### src/rtl/prnport_pkg.sv
package prnport_pkg;

  localparam int unsigned OFS_DATA = 0;
  localparam int unsigned OFS_STAT = 1;
  localparam int unsigned OFS_CTRL = 2;

  localparam int unsigned CB_LAT    = 0;
  localparam int unsigned CB_FEED   = 1;
  localparam int unsigned CB_RST    = 2;
  localparam int unsigned CB_CHOOSE = 3;
  localparam int unsigned CB_IRQEN  = 4;
  localparam int unsigned CB_DIR    = 5;
  localparam int unsigned CTRL_USED = 6;

  localparam int unsigned STS_LINES = 5;

  typedef struct packed {
    logic hold;
    logic done;
    logic nopaper;
    logic online;
    logic fault;
  } sts_t;

endpackage

### src/rtl/prnport_sync.sv
module prnport_sync #(
  parameter int unsigned STAGES = 2,
  parameter int unsigned W      = 5
) (
  input  logic         clk,
  input  logic         rst,
  input  logic [W-1:0] d,
  output logic [W-1:0] q
);

  logic [W-1:0] stg [STAGES];

  for (genvar i = 0; i < STAGES; i++) begin : g_stage
    if (i == 0) begin : g_first
      always_ff @(posedge clk) begin
        if (rst) stg[i] <= '0;
        else     stg[i] <= d;
      end
    end else begin : g_next
      always_ff @(posedge clk) begin
        if (rst) stg[i] <= '0;
        else     stg[i] <= stg[i-1];
      end
    end
  end

  assign q = stg[STAGES-1];

endmodule

### src/rtl/prnport_ctrl.sv
module prnport_ctrl
  import prnport_pkg::*;
#(
  parameter int unsigned DATA_W = 8
) (
  input  logic                 clk,
  input  logic                 rst,
  input  logic                 wr_en,
  input  logic [CTRL_USED-1:0] wdata,
  output logic                 ctl_lat_o,
  output logic                 ctl_feed_o,
  output logic                 ctl_reset_o,
  output logic                 ctl_choose_o,
  output logic                 irq_en_o,
  output logic                 pd_oe_o,
  output logic [DATA_W-1:0]    readback_o
);

  localparam int unsigned PAD_W = DATA_W - CTRL_USED;

  // Pin registers hold the driven levels; the register view is rebuilt from them.
  always_ff @(posedge clk) begin
    if (rst) begin
      ctl_lat_o    <= 1'b1;
      ctl_feed_o   <= 1'b1;
      ctl_reset_o  <= 1'b0;
      ctl_choose_o <= 1'b1;
      irq_en_o     <= 1'b0;
      pd_oe_o      <= 1'b1;
    end else if (wr_en) begin
      ctl_lat_o    <= ~wdata[CB_LAT];
      ctl_feed_o   <= ~wdata[CB_FEED];
      ctl_reset_o  <=  wdata[CB_RST];
      ctl_choose_o <= ~wdata[CB_CHOOSE];
      irq_en_o     <=  wdata[CB_IRQEN];
      pd_oe_o      <= ~wdata[CB_DIR];
    end
  end

  assign readback_o = {{PAD_W{1'b0}}, ~pd_oe_o, irq_en_o, ~ctl_choose_o,
                       ctl_reset_o, ~ctl_feed_o, ~ctl_lat_o};

  a_r3_pins_follow_write: assert property (@(posedge clk) disable iff (rst)
    wr_en |=> (ctl_lat_o == !$past(wdata[CB_LAT])) &&
              (ctl_feed_o == !$past(wdata[CB_FEED])) &&
              (ctl_reset_o == $past(wdata[CB_RST])) &&
              (ctl_choose_o == !$past(wdata[CB_CHOOSE])));

  a_r5_dir_drives_oe: assert property (@(posedge clk) disable iff (rst)
    wr_en |=> pd_oe_o == !$past(wdata[CB_DIR]));

  a_r8_pins_hold: assert property (@(posedge clk) disable iff (rst)
    !wr_en |=> $stable(ctl_lat_o) && $stable(ctl_feed_o) && $stable(ctl_reset_o) &&
               $stable(ctl_choose_o) && $stable(pd_oe_o) && $stable(irq_en_o));

endmodule

### src/rtl/prnport_stat.sv
module prnport_stat
  import prnport_pkg::*;
#(
  parameter int unsigned DATA_W      = 8,
  parameter int unsigned SYNC_STAGES = 2
) (
  input  logic              clk,
  input  logic              rst,
  input  sts_t              lines_i,
  input  logic              irq_en_i,
  input  logic              rd_clr_i,
  output logic [DATA_W-1:0] status_o,
  output logic              irq_o
);

  localparam int unsigned FILL_W = DATA_W - STS_LINES;

  sts_t sync_q;
  logic done_d;
  logic done_fall;

  prnport_sync #(.STAGES(SYNC_STAGES), .W(STS_LINES)) sync_i (
    .clk (clk),
    .rst (rst),
    .d   (lines_i),
    .q   (sync_q)
  );

  always_ff @(posedge clk) begin
    if (rst) done_d <= 1'b0;
    else     done_d <= sync_q.done;
  end

  assign done_fall = done_d & ~sync_q.done;

  // A new edge wins over a clearing read so no event is lost.
  always_ff @(posedge clk) begin
    if (rst)                        irq_o <= 1'b0;
    else if (done_fall && irq_en_i) irq_o <= 1'b1;
    else if (rd_clr_i)              irq_o <= 1'b0;
  end

  assign status_o = {~sync_q.hold, sync_q.done, sync_q.nopaper, sync_q.online,
                     sync_q.fault, {FILL_W{1'b1}}};

  a_r9_edge_sets_irq: assert property (@(posedge clk) disable iff (rst)
    done_fall && irq_en_i |=> irq_o);

  a_r9_disabled_no_irq: assert property (@(posedge clk) disable iff (rst)
    !irq_o && !irq_en_i |=> !irq_o);

  a_r10_irq_holds: assert property (@(posedge clk) disable iff (rst)
    irq_o && !rd_clr_i |=> irq_o);

  a_r10_read_clears: assert property (@(posedge clk) disable iff (rst)
    rd_clr_i && !done_fall |=> !irq_o);

endmodule

### src/rtl/prnport_regs.sv
module prnport_regs
  import prnport_pkg::*;
#(
  parameter int unsigned DATA_W      = 8,
  parameter int unsigned ADDR_W      = 2,
  parameter int unsigned SYNC_STAGES = 2
) (
  input  logic              clk,
  input  logic              rst,
  input  logic [ADDR_W-1:0] bus_addr,
  input  logic              bus_rd,
  input  logic              bus_wr,
  input  logic [DATA_W-1:0] bus_wdata,
  output logic [DATA_W-1:0] bus_rdata,
  output logic [DATA_W-1:0] pd_out,
  input  logic [DATA_W-1:0] pd_in,
  output logic              pd_oe,
  output logic              ctl_lat_o,
  output logic              ctl_feed_o,
  output logic              ctl_reset_o,
  output logic              ctl_choose_o,
  input  logic              sts_hold_i,
  input  logic              sts_done_i,
  input  logic              sts_nopaper_i,
  input  logic              sts_online_i,
  input  logic              sts_fault_i,
  output logic              irq_o
);

  localparam logic [ADDR_W-1:0] A_DATA = ADDR_W'(OFS_DATA);
  localparam logic [ADDR_W-1:0] A_STAT = ADDR_W'(OFS_STAT);
  localparam logic [ADDR_W-1:0] A_CTRL = ADDR_W'(OFS_CTRL);

  logic              wr_data, wr_ctrl, rd_stat;
  logic              irq_en;
  logic [DATA_W-1:0] ctrl_view;
  logic [DATA_W-1:0] stat_view;
  logic [DATA_W-1:0] data_view;
  logic [DATA_W-1:0] rd_mux;
  sts_t              lines;

  assign wr_data = bus_wr && (bus_addr == A_DATA);
  assign wr_ctrl = bus_wr && (bus_addr == A_CTRL);
  assign rd_stat = bus_rd && (bus_addr == A_STAT);

  assign lines = '{hold: sts_hold_i, done: sts_done_i, nopaper: sts_nopaper_i,
                   online: sts_online_i, fault: sts_fault_i};

  always_ff @(posedge clk) begin
    if (rst)          pd_out <= '0;
    else if (wr_data) pd_out <= bus_wdata;
  end

  prnport_ctrl #(.DATA_W(DATA_W)) ctrl_i (
    .clk          (clk),
    .rst          (rst),
    .wr_en        (wr_ctrl),
    .wdata        (bus_wdata[CTRL_USED-1:0]),
    .ctl_lat_o    (ctl_lat_o),
    .ctl_feed_o   (ctl_feed_o),
    .ctl_reset_o  (ctl_reset_o),
    .ctl_choose_o (ctl_choose_o),
    .irq_en_o     (irq_en),
    .pd_oe_o      (pd_oe),
    .readback_o   (ctrl_view)
  );

  prnport_stat #(.DATA_W(DATA_W), .SYNC_STAGES(SYNC_STAGES)) stat_i (
    .clk      (clk),
    .rst      (rst),
    .lines_i  (lines),
    .irq_en_i (irq_en),
    .rd_clr_i (rd_stat),
    .status_o (stat_view),
    .irq_o    (irq_o)
  );

  assign data_view = pd_oe ? (pd_out | pd_in) : pd_in;

  always_comb begin
    unique case (bus_addr)
      A_DATA:  rd_mux = data_view;
      A_STAT:  rd_mux = stat_view;
      A_CTRL:  rd_mux = ctrl_view;
      default: rd_mux = '1;
    endcase
  end

  always_ff @(posedge clk) begin
    if (rst)         bus_rdata <= '0;
    else if (bus_rd) bus_rdata <= rd_mux;
  end

  a_r11_data_write: assert property (@(posedge clk) disable iff (rst)
    wr_data |=> pd_out == $past(bus_wdata));

  a_r11_data_hold: assert property (@(posedge clk) disable iff (rst)
    !wr_data |=> $stable(pd_out));

  a_r2_rdata_hold: assert property (@(posedge clk) disable iff (rst)
    !bus_rd |=> $stable(bus_rdata));

  a_r6_input_read: assert property (@(posedge clk) disable iff (rst)
    bus_rd && (bus_addr == A_DATA) && !pd_oe |=> bus_rdata == $past(pd_in));

endmodule

### config.mk
export PLATFORM = sky130hd
export DESIGN_NAME = prnport_regs
export DESIGN_NICKNAME = d
export VERILOG_FILES = /design/src/rtl/prnport_pkg.sv /design/src/rtl/prnport_sync.sv /design/src/rtl/prnport_ctrl.sv /design/src/rtl/prnport_stat.sv /design/src/rtl/prnport_regs.sv
export SDC_FILE = /design/constraint.sdc
export NUM_CORES = 1
export LEC_CHECK = 0
export CAP_MARGIN = 20
export CORE_ASPECT_RATIO = 0.75
export CORE_MARGIN = 4
export CORE_UTILIZATION = 46
export CTS_CLUSTER_SIZE = 25
export DETAILED_ROUTE_END_ITERATION = 7
export PLACE_DENSITY = 0.83
export SYNTH_ARGS = -nofsm -noshare
export SYNTH_HDL_FRONTEND = slang
export SYNTH_SLANG_ARGS = --single-unit
### constraint.sdc
create_clock -name clk -period 3.65 [get_ports clk]
set_clock_uncertainty 0.15 [all_clocks]
set_input_delay 0.73 -clock clk [delete_from_list [all_inputs] [get_ports clk]]
set_output_delay 0.73 -clock clk [all_outputs]
set_load 0.01 [all_outputs]
==> flow_metrics.env, run 1 <==
export IMPL_final_net_count=209
export IMPL_die_h_um=54.2
export IMPL_hp_class="flip-flop to flip-flop"
export IMPL_ys_flop_type="dfxtp_1"
export IMPL_cts_resized=0
export IMPL_tightestPinTransition_ns=0.601
export IMPL_placed_cells=211
export IMPL_drv_cap=0
export IMPL_largest_register="stat_i.sync_i.stg"
export IMPL_synthMuxAreaShare=0.0766
export IMPL_synth_area_leaders="dfxtp_1, mux2i_1, nor2_1, nor2b_1, a21oi_1"
export IMPL_yosys_area_share_simple=0.187
export IMPL_die_w_um=69.5
export IMPL_first_pass_iters=6
export IMPL_postSynthCellCount=134
export IMPL_r2r_start="ctrl_i.pd_oe_o"
export IMPL_largest_register_ff_count=10
export IMPL_cp_arrival_ns=2.61
export IMPL_die_area_sq_um=3770
export IMPL_critPathMaxFanout=17
export IMPL_p_per_area_nw_per_um2=422
export IMPL_clkLatencyLatePin_ns=0.28
export IMPL_root_buffer="clkbuf_8"
export IMPL_drive_gt1_frac=0.0710
export IMPL_post_cts_buffers=0
export IMPL_yosys_warnings=0
export IMPL_netlist_area_sq_um=1310
export IMPL_synth_common_cells="dfxtp_1, nor2_1, nor2b_1"
export IMPL_finalSetupViolCount=0
export IMPL_cp_required_ns=3.65
export IMPL_avgViaCountPerCell=5.27
export IMPL_synth_compound_area_frac=0.154
export IMPL_htree_num_levels=2
export IMPL_critical_path_top_delay_family="buffers and inverters"
export IMPL_track_usage=0.184
export IMPL_ys_types=28
export IMPL_cts_buffers=5
export IMPL_crit_slowest_cell="clkdlybuf4s50_1"
export IMPL_grt_max_degree=19
export IMPL_synth_top_family_by_area="simple AND/OR/NAND/NOR gates"
export IMPL_cts_tree="done"
export IMPL_synth_xor_xnor_area_share=0
export IMPL_drtIter0Drc=33
export IMPL_syn_area_per_cell_sq_um=9.75
export IMPL_outcome="complete, no violations"
export IMPL_async_flop_share=0
export IMPL_cts_clk_slew_worst_paths_ns=0.07
export IMPL_min_period_ns=2.61
export IMPL_end_kind="flip-flop"
export IMPL_slew_violations=0
export IMPL_area_delta_synth_final_pct=43.4
export IMPL_wl_per_cell_um=14.7
export IMPL_yosysSeqAreaShare=0.521
export IMPL_syn_nets=161
export IMPL_grt_first_pass_wirelength_mm=5.35
export IMPL_min_to="stat_i.sync_i.stg[1][4]"
export IMPL_min_from="stat_i.sync_i.stg[0][4]"
export IMPL_clk_path_buf_depth=2
export IMPL_slew_headroom=0.598
export IMPL_p_leak_uw=0.000745
export IMPL_wl_mm=3.21
export IMPL_crit_type="primary input to flip-flop"
export IMPL_ff2ff_path_depth=3
export IMPL_first_global_vias=1195
export IMPL_grt_overflow_total=0
export IMPL_synth_most_common_cell="dfxtp_1"
export IMPL_synth_edff_count=0
export IMPL_clock_fmax_mhz=383
export IMPL_drc_errors=0
export IMPL_antenna_found_initial=0
export IMPL_timing_rr_end="bus_rdata[5]"
export IMPL_vias=1155
export IMPL_final_cells=219
export IMPL_yosysTopAreaCell="dfxtp_1"
export IMPL_finalHoldViolCount=0
export IMPL_r2r_slack_ns=2.11
export IMPL_io_pins=49
export IMPL_path_cells="clkdlybuf4s50_1 > nor3b_1 > buf_4 > mux2i_1 > nor2_1"
export IMPL_slowest_delay_ns=0.69
export IMPL_fin_util=0.703
export IMPL_synth_seq_cells=34
export IMPL_fp_row_count=16
export IMPL_reg_top3="stat_i.sync_i.stg (10), bus_rdata (8), pd_out (8)"
export IMPL_rsz0062_at_grt="no"
export IMPL_crit_buf_inv=2
export IMPL_synthAdderAreaFrac=0
export IMPL_worstSetupStartpointType="primary input"
export IMPL_ir_worst_vdd_v=0.000292
export IMPL_dp_hpwl_mm=2.31
export IMPL_holdPathStages=1
export IMPL_gp_congestion=0.772
export IMPL_detail_route_antenna_nets=0
export IMPL_cts_hold_buf=0
export IMPL_synth_top_area_frac=0.521
export IMPL_cts_sinks=34
export IMPL_setup_tns_final_ns=0
export IMPL_fp_coreArea_sq_um=2660
export IMPL_n_antenna_cell=0
export IMPL_portBuffers=48
export IMPL_start_util=0.491
export IMPL_fin_crit_sh=0.716
## per-stage QoR
stage,area [sq um],total power (uW),hold slack [ns],worst slack [ns]
floorplan,1310,457,0.264,1.94
global placement,1780,516,0.269,0.973
detailed placement,1780,519,0.274,0.840
CTS,1870,793,0.289,1.02
global route,1870,819,0.300,0.919
finish,1870,790,0.286,1.04
## logic make-up (layout without fill, tap and decap cells)
family          Yosys count  in the layout
mux                      10             10
compound gates           29             29
flops                    34             34
buf+inv                  13             62
simple gates             48             48
## metal layers
| layer | GRT usage | vias up | part of all wire |
|---|---|---|---|
| li1 | - | 558 | - |
| met1 | 0.187 | 542 | 0.43 |
| met2 | 0.350 | 50 | 0.49 |
| met3 | 0.0840 | 5 | 0.076 |
| met4 | 0.0487 | 0 | 0.0078 |
| met5 | 0 | - | 0 |
## layout by cell type (no fill, tap or decap), types with 4 or more instances in the layout
cell / netlist / layout
inv_1: 4 / 4
clkdlybuf4s50_1: 0 / 48
clkbuf_8: 0 / 6
nor2b_1: 11 / 11
mux2i_1: 10 / 10
nor2_1: 21 / 21
nand2_1: 4 / 4
a21oi_1: 8 / 8
dfxtp_1: 34 / 34
o21ai_0: 5 / 5
## where the power goes
group	internal (uW)	total, uW	leakage (uW)	switching, uW
clock	152	278	0.0000482	126
combinational	66.3	111	0.000417	44.4
sequential	390	402	0.000280	12.0
total	608	790	0.000745	182
## worst reg2reg max path, cell delays in order (launching register included)
cell and delay, ns:
dfxtp_1 0.58, a21oi_1 0.12, or3_1 0.32, a311oi_1 0.27
## final cells by class
type	count	area (sq um)
Fill cell	224	790
Sequential cell	34	681
Multi-Input combinational cell	87	546
Timing Repair Buffer	50	495
Clock buffer	7	86.3
Tap cell	36	45.0
Inverter	4	15.0
Clock inverter	1	5.00
## how the worst max path moves through the flow
| stage | depth (start not counted) | slack (ns) | startpoint | endpoint |
|---|---|---|---|---|
| finish | 5 | 1.04 | bus_addr[1] | pd_out[3] |
| global route | 5 | 0.92 | bus_addr[1] | pd_out[2] |
| CTS | 5 | 1.02 | bus_addr[1] | pd_out[2] |
| detailed placement | 5 | 0.84 | bus_addr[1] | pd_out[3] |
| global placement | 5 | 0.97 | bus_addr[1] | pd_out[5] |
| floorplan | 5 | 1.94 | bus_addr[1] | pd_out[2] |
Note: power is estimated with default switching activity, not from simulation.
==> inputs of run 2 (changes only) <==
--- a/config.mk
+++ b/config.mk
@@ -8,10 +8,10 @@
 export CAP_MARGIN = 20
 export CORE_ASPECT_RATIO = 0.75
 export CORE_MARGIN = 4
-export CORE_UTILIZATION = 46
+export CORE_UTILIZATION = 39
 export CTS_CLUSTER_SIZE = 25
 export DETAILED_ROUTE_END_ITERATION = 7
-export PLACE_DENSITY = 0.83
+export PLACE_DENSITY = 0.75
 export SYNTH_ARGS = -nofsm -noshare
 export SYNTH_HDL_FRONTEND = slang
 export SYNTH_SLANG_ARGS = --single-unit
==> constraint.sdc (replaced) <==
create_clock -name clk -period 2.2 [get_ports clk]
set_clock_uncertainty 0.15 [all_clocks]
set_input_delay 0.44 -clock clk [delete_from_list [all_inputs] [get_ports clk]]
set_output_delay 0.44 -clock clk [all_outputs]
set_load 0.01 [all_outputs]
==> run 2 against run 1 <==
Clock-buffer cell count is the same. Largest power group unchanged. Critical endpoint is now pd_oe. Critical path depth is 4 lower. Register-to-register slack got worse by 1.4 ns. Utilization shrank 7.6 points.
==> flow_metrics.env, run 2 (synthesized netlist as in run 1, its figures left out) <==
export IMPL_fin_util=0.628
export IMPL_antenna_found_initial=0
export IMPL_netSwitchingPower_uw=305
export IMPL_fp_coreArea_sq_um=3060
export IMPL_drive_gt1_frac=0.0963
export IMPL_wl_mm=3.11
export IMPL_fin_crit_sh=0.937
export IMPL_area_delta_synth_final_pct=47.2
export IMPL_largest_register_ff_count=10
export IMPL_end_kind="output port"
export IMPL_cts_sinks=34
export IMPL_io_pins=49
export IMPL_post_cts_buffers=0
export IMPL_dp_hpwl_mm=2.40
export IMPL_fill_cells=277
export IMPL_gp_congestion=0.740
export IMPL_p_per_area_nw_per_um2=687
export IMPL_min_period_ns=2.06
export IMPL_hp_class="flip-flop to flip-flop"
export IMPL_grt_max_degree=35
export IMPL_rsz0062_at_grt="no"
export IMPL_outcome="complete, no violations"
export IMPL_worstSetupStartpointType="flip-flop"
export IMPL_multi_input_area_sq_um=551
export IMPL_slew_violations=0
export IMPL_crit_buf_inv=1
export IMPL_fp_row_count=17
export IMPL_first_global_vias=1108
export IMPL_drtIter0Drc=31
export IMPL_die_h_um=58.1
export IMPL_vias=1138
export IMPL_path_cells="clkdlybuf4s50_1"
export IMPL_detail_route_antenna_nets=0
export IMPL_crit_type="flip-flop to output port"
export IMPL_pwr_share_seq=0.504
export IMPL_seqCellArea_sq_um=681
export IMPL_tightestPinTransition_ns=0.415
export IMPL_crit_slowest_cell="clkdlybuf4s50_1"
export IMPL_p_comb_frac=0.145
export IMPL_portBuffers=48
export IMPL_cp_arrival_ns=1.47
export IMPL_final_net_count=213
export IMPL_die_area_sq_um=4350
export IMPL_power_switching_share=0.231
export IMPL_critical_path_top_delay_family="buffers and inverters"
export IMPL_clkLatencyLatePin_ns=0.28
export IMPL_cts_hold_buf=0
export IMPL_drc_errors=0
export IMPL_drv_cap=0
export IMPL_wl_per_cell_um=13.8
export IMPL_finalSetupViolCount=0
export IMPL_setup_tns_final_ns=0
export IMPL_clk_path_buf_depth=2
export IMPL_cts_resized=0
export IMPL_finalHoldViolCount=0
export IMPL_root_buffer="clkbuf_8"
export IMPL_cts_clk_slew_worst_paths_ns=0.07
export IMPL_ir_worst_vdd_v=0.000365
export IMPL_critPathMaxFanout=11
export IMPL_cp_required_ns=1.61
export IMPL_reg_top3="stat_i.sync_i.stg (10), bus_rdata (8), pd_out (8)"
export IMPL_pwr_share_clk=0.351
export IMPL_track_usage=0.149
export IMPL_start_util=0.426
export IMPL_htree_num_levels=2
export IMPL_slowest_delay_ns=0.62
export IMPL_clock_fmax_mhz=485
export IMPL_largest_register="stat_i.sync_i.stg"
export IMPL_n_antenna_cell=0
export IMPL_p_leak_uw=0.000771
export IMPL_first_pass_iters=4
export IMPL_die_w_um=74.8
export IMPL_avgViaCountPerCell=5.06
export IMPL_layout_commonest_cell="clkdlybuf4s50_1"
export IMPL_intPower_uw=1020
export IMPL_grt_first_pass_wirelength_mm=4.89
export IMPL_cts_tree="done"
export IMPL_grt_overflow_total=0
export IMPL_layout_common_cells="clkdlybuf4s50_1, dfxtp_1, nor2_1"
export IMPL_cts_buffers=5
export IMPL_slew_headroom=0.723
==> run 2: cell types whose count changed in the layout (fill, tap and decap cells not counted) <==
cell     before  now
nor3b_1       3    2
buf_12        0    1
buf_4         2    5
nor3b_2       0    1
==> run 2: worst paths after layout <==
kind | depth (start not counted) | endpoint | from | slack (ns)
worst max-delay path | 1 | pd_oe | ctrl_i.pd_oe_o | 0.14
worst max register to register | 3 | bus_rdata[5] | ctrl_i.pd_oe_o | 0.67
worst min register to register | 1 | stat_i.sync_i.stg[1][4] | stat_i.sync_i.stg[0][4] | 0.29
worst min-delay path | 1 | stat_i.sync_i.stg[1][4] | stat_i.sync_i.stg[0][4] | 0.29
==> run 2: routing by layer <==
metal	vias up	track usage	wire length (um)
met5	-	0	0
met4	0	0.0431	41
met3	5	0.0711	271
met2	42	0.234	1410
met1	524	0.180	1380
li1	567	-	-
==> run 2: area by class of cell <==
class | instances | area share
Multi-Input combinational cell | 87 | 0.286
Timing Repair Buffer | 54 | 0.280
Clock inverter | 1 | 0.00260
Inverter | 4 | 0.00781
Clock buffer | 7 | 0.0449
Tap cell | 38 | 0.0247
Sequential cell | 34 | 0.354
==> run 2: metrics by stage <==
| step | cells | setup slack, ns | instance area (sq um) | power [uW] | hold slack, ns |
|---|---|---|---|---|---|
| after global routing | 225 | 0.0665 | 1920 | 1390 | 0.302 |
| after floorplan | 134 | 0.776 | 1310 | 759 | 0.264 |
| after detailed placement | 217 | 0.219 | 1830 | 872 | 0.279 |
| after global placement | 217 | 0.272 | 1830 | 865 | 0.270 |
| after CTS | 225 | 0.132 | 1920 | 1340 | 0.295 |
| final | 225 | 0.138 | 1920 | 1320 | 0.292 |
==> run 2: power by group through the flow <==
stage	registers (uW)	clock network [uW]	logic (uW)
after floorplan	683	0	75.9
after global placement	678	0	187
after detailed placement	680	0	193
after CTS	666	478	193
after global routing	669	511	208
final	666	464	191
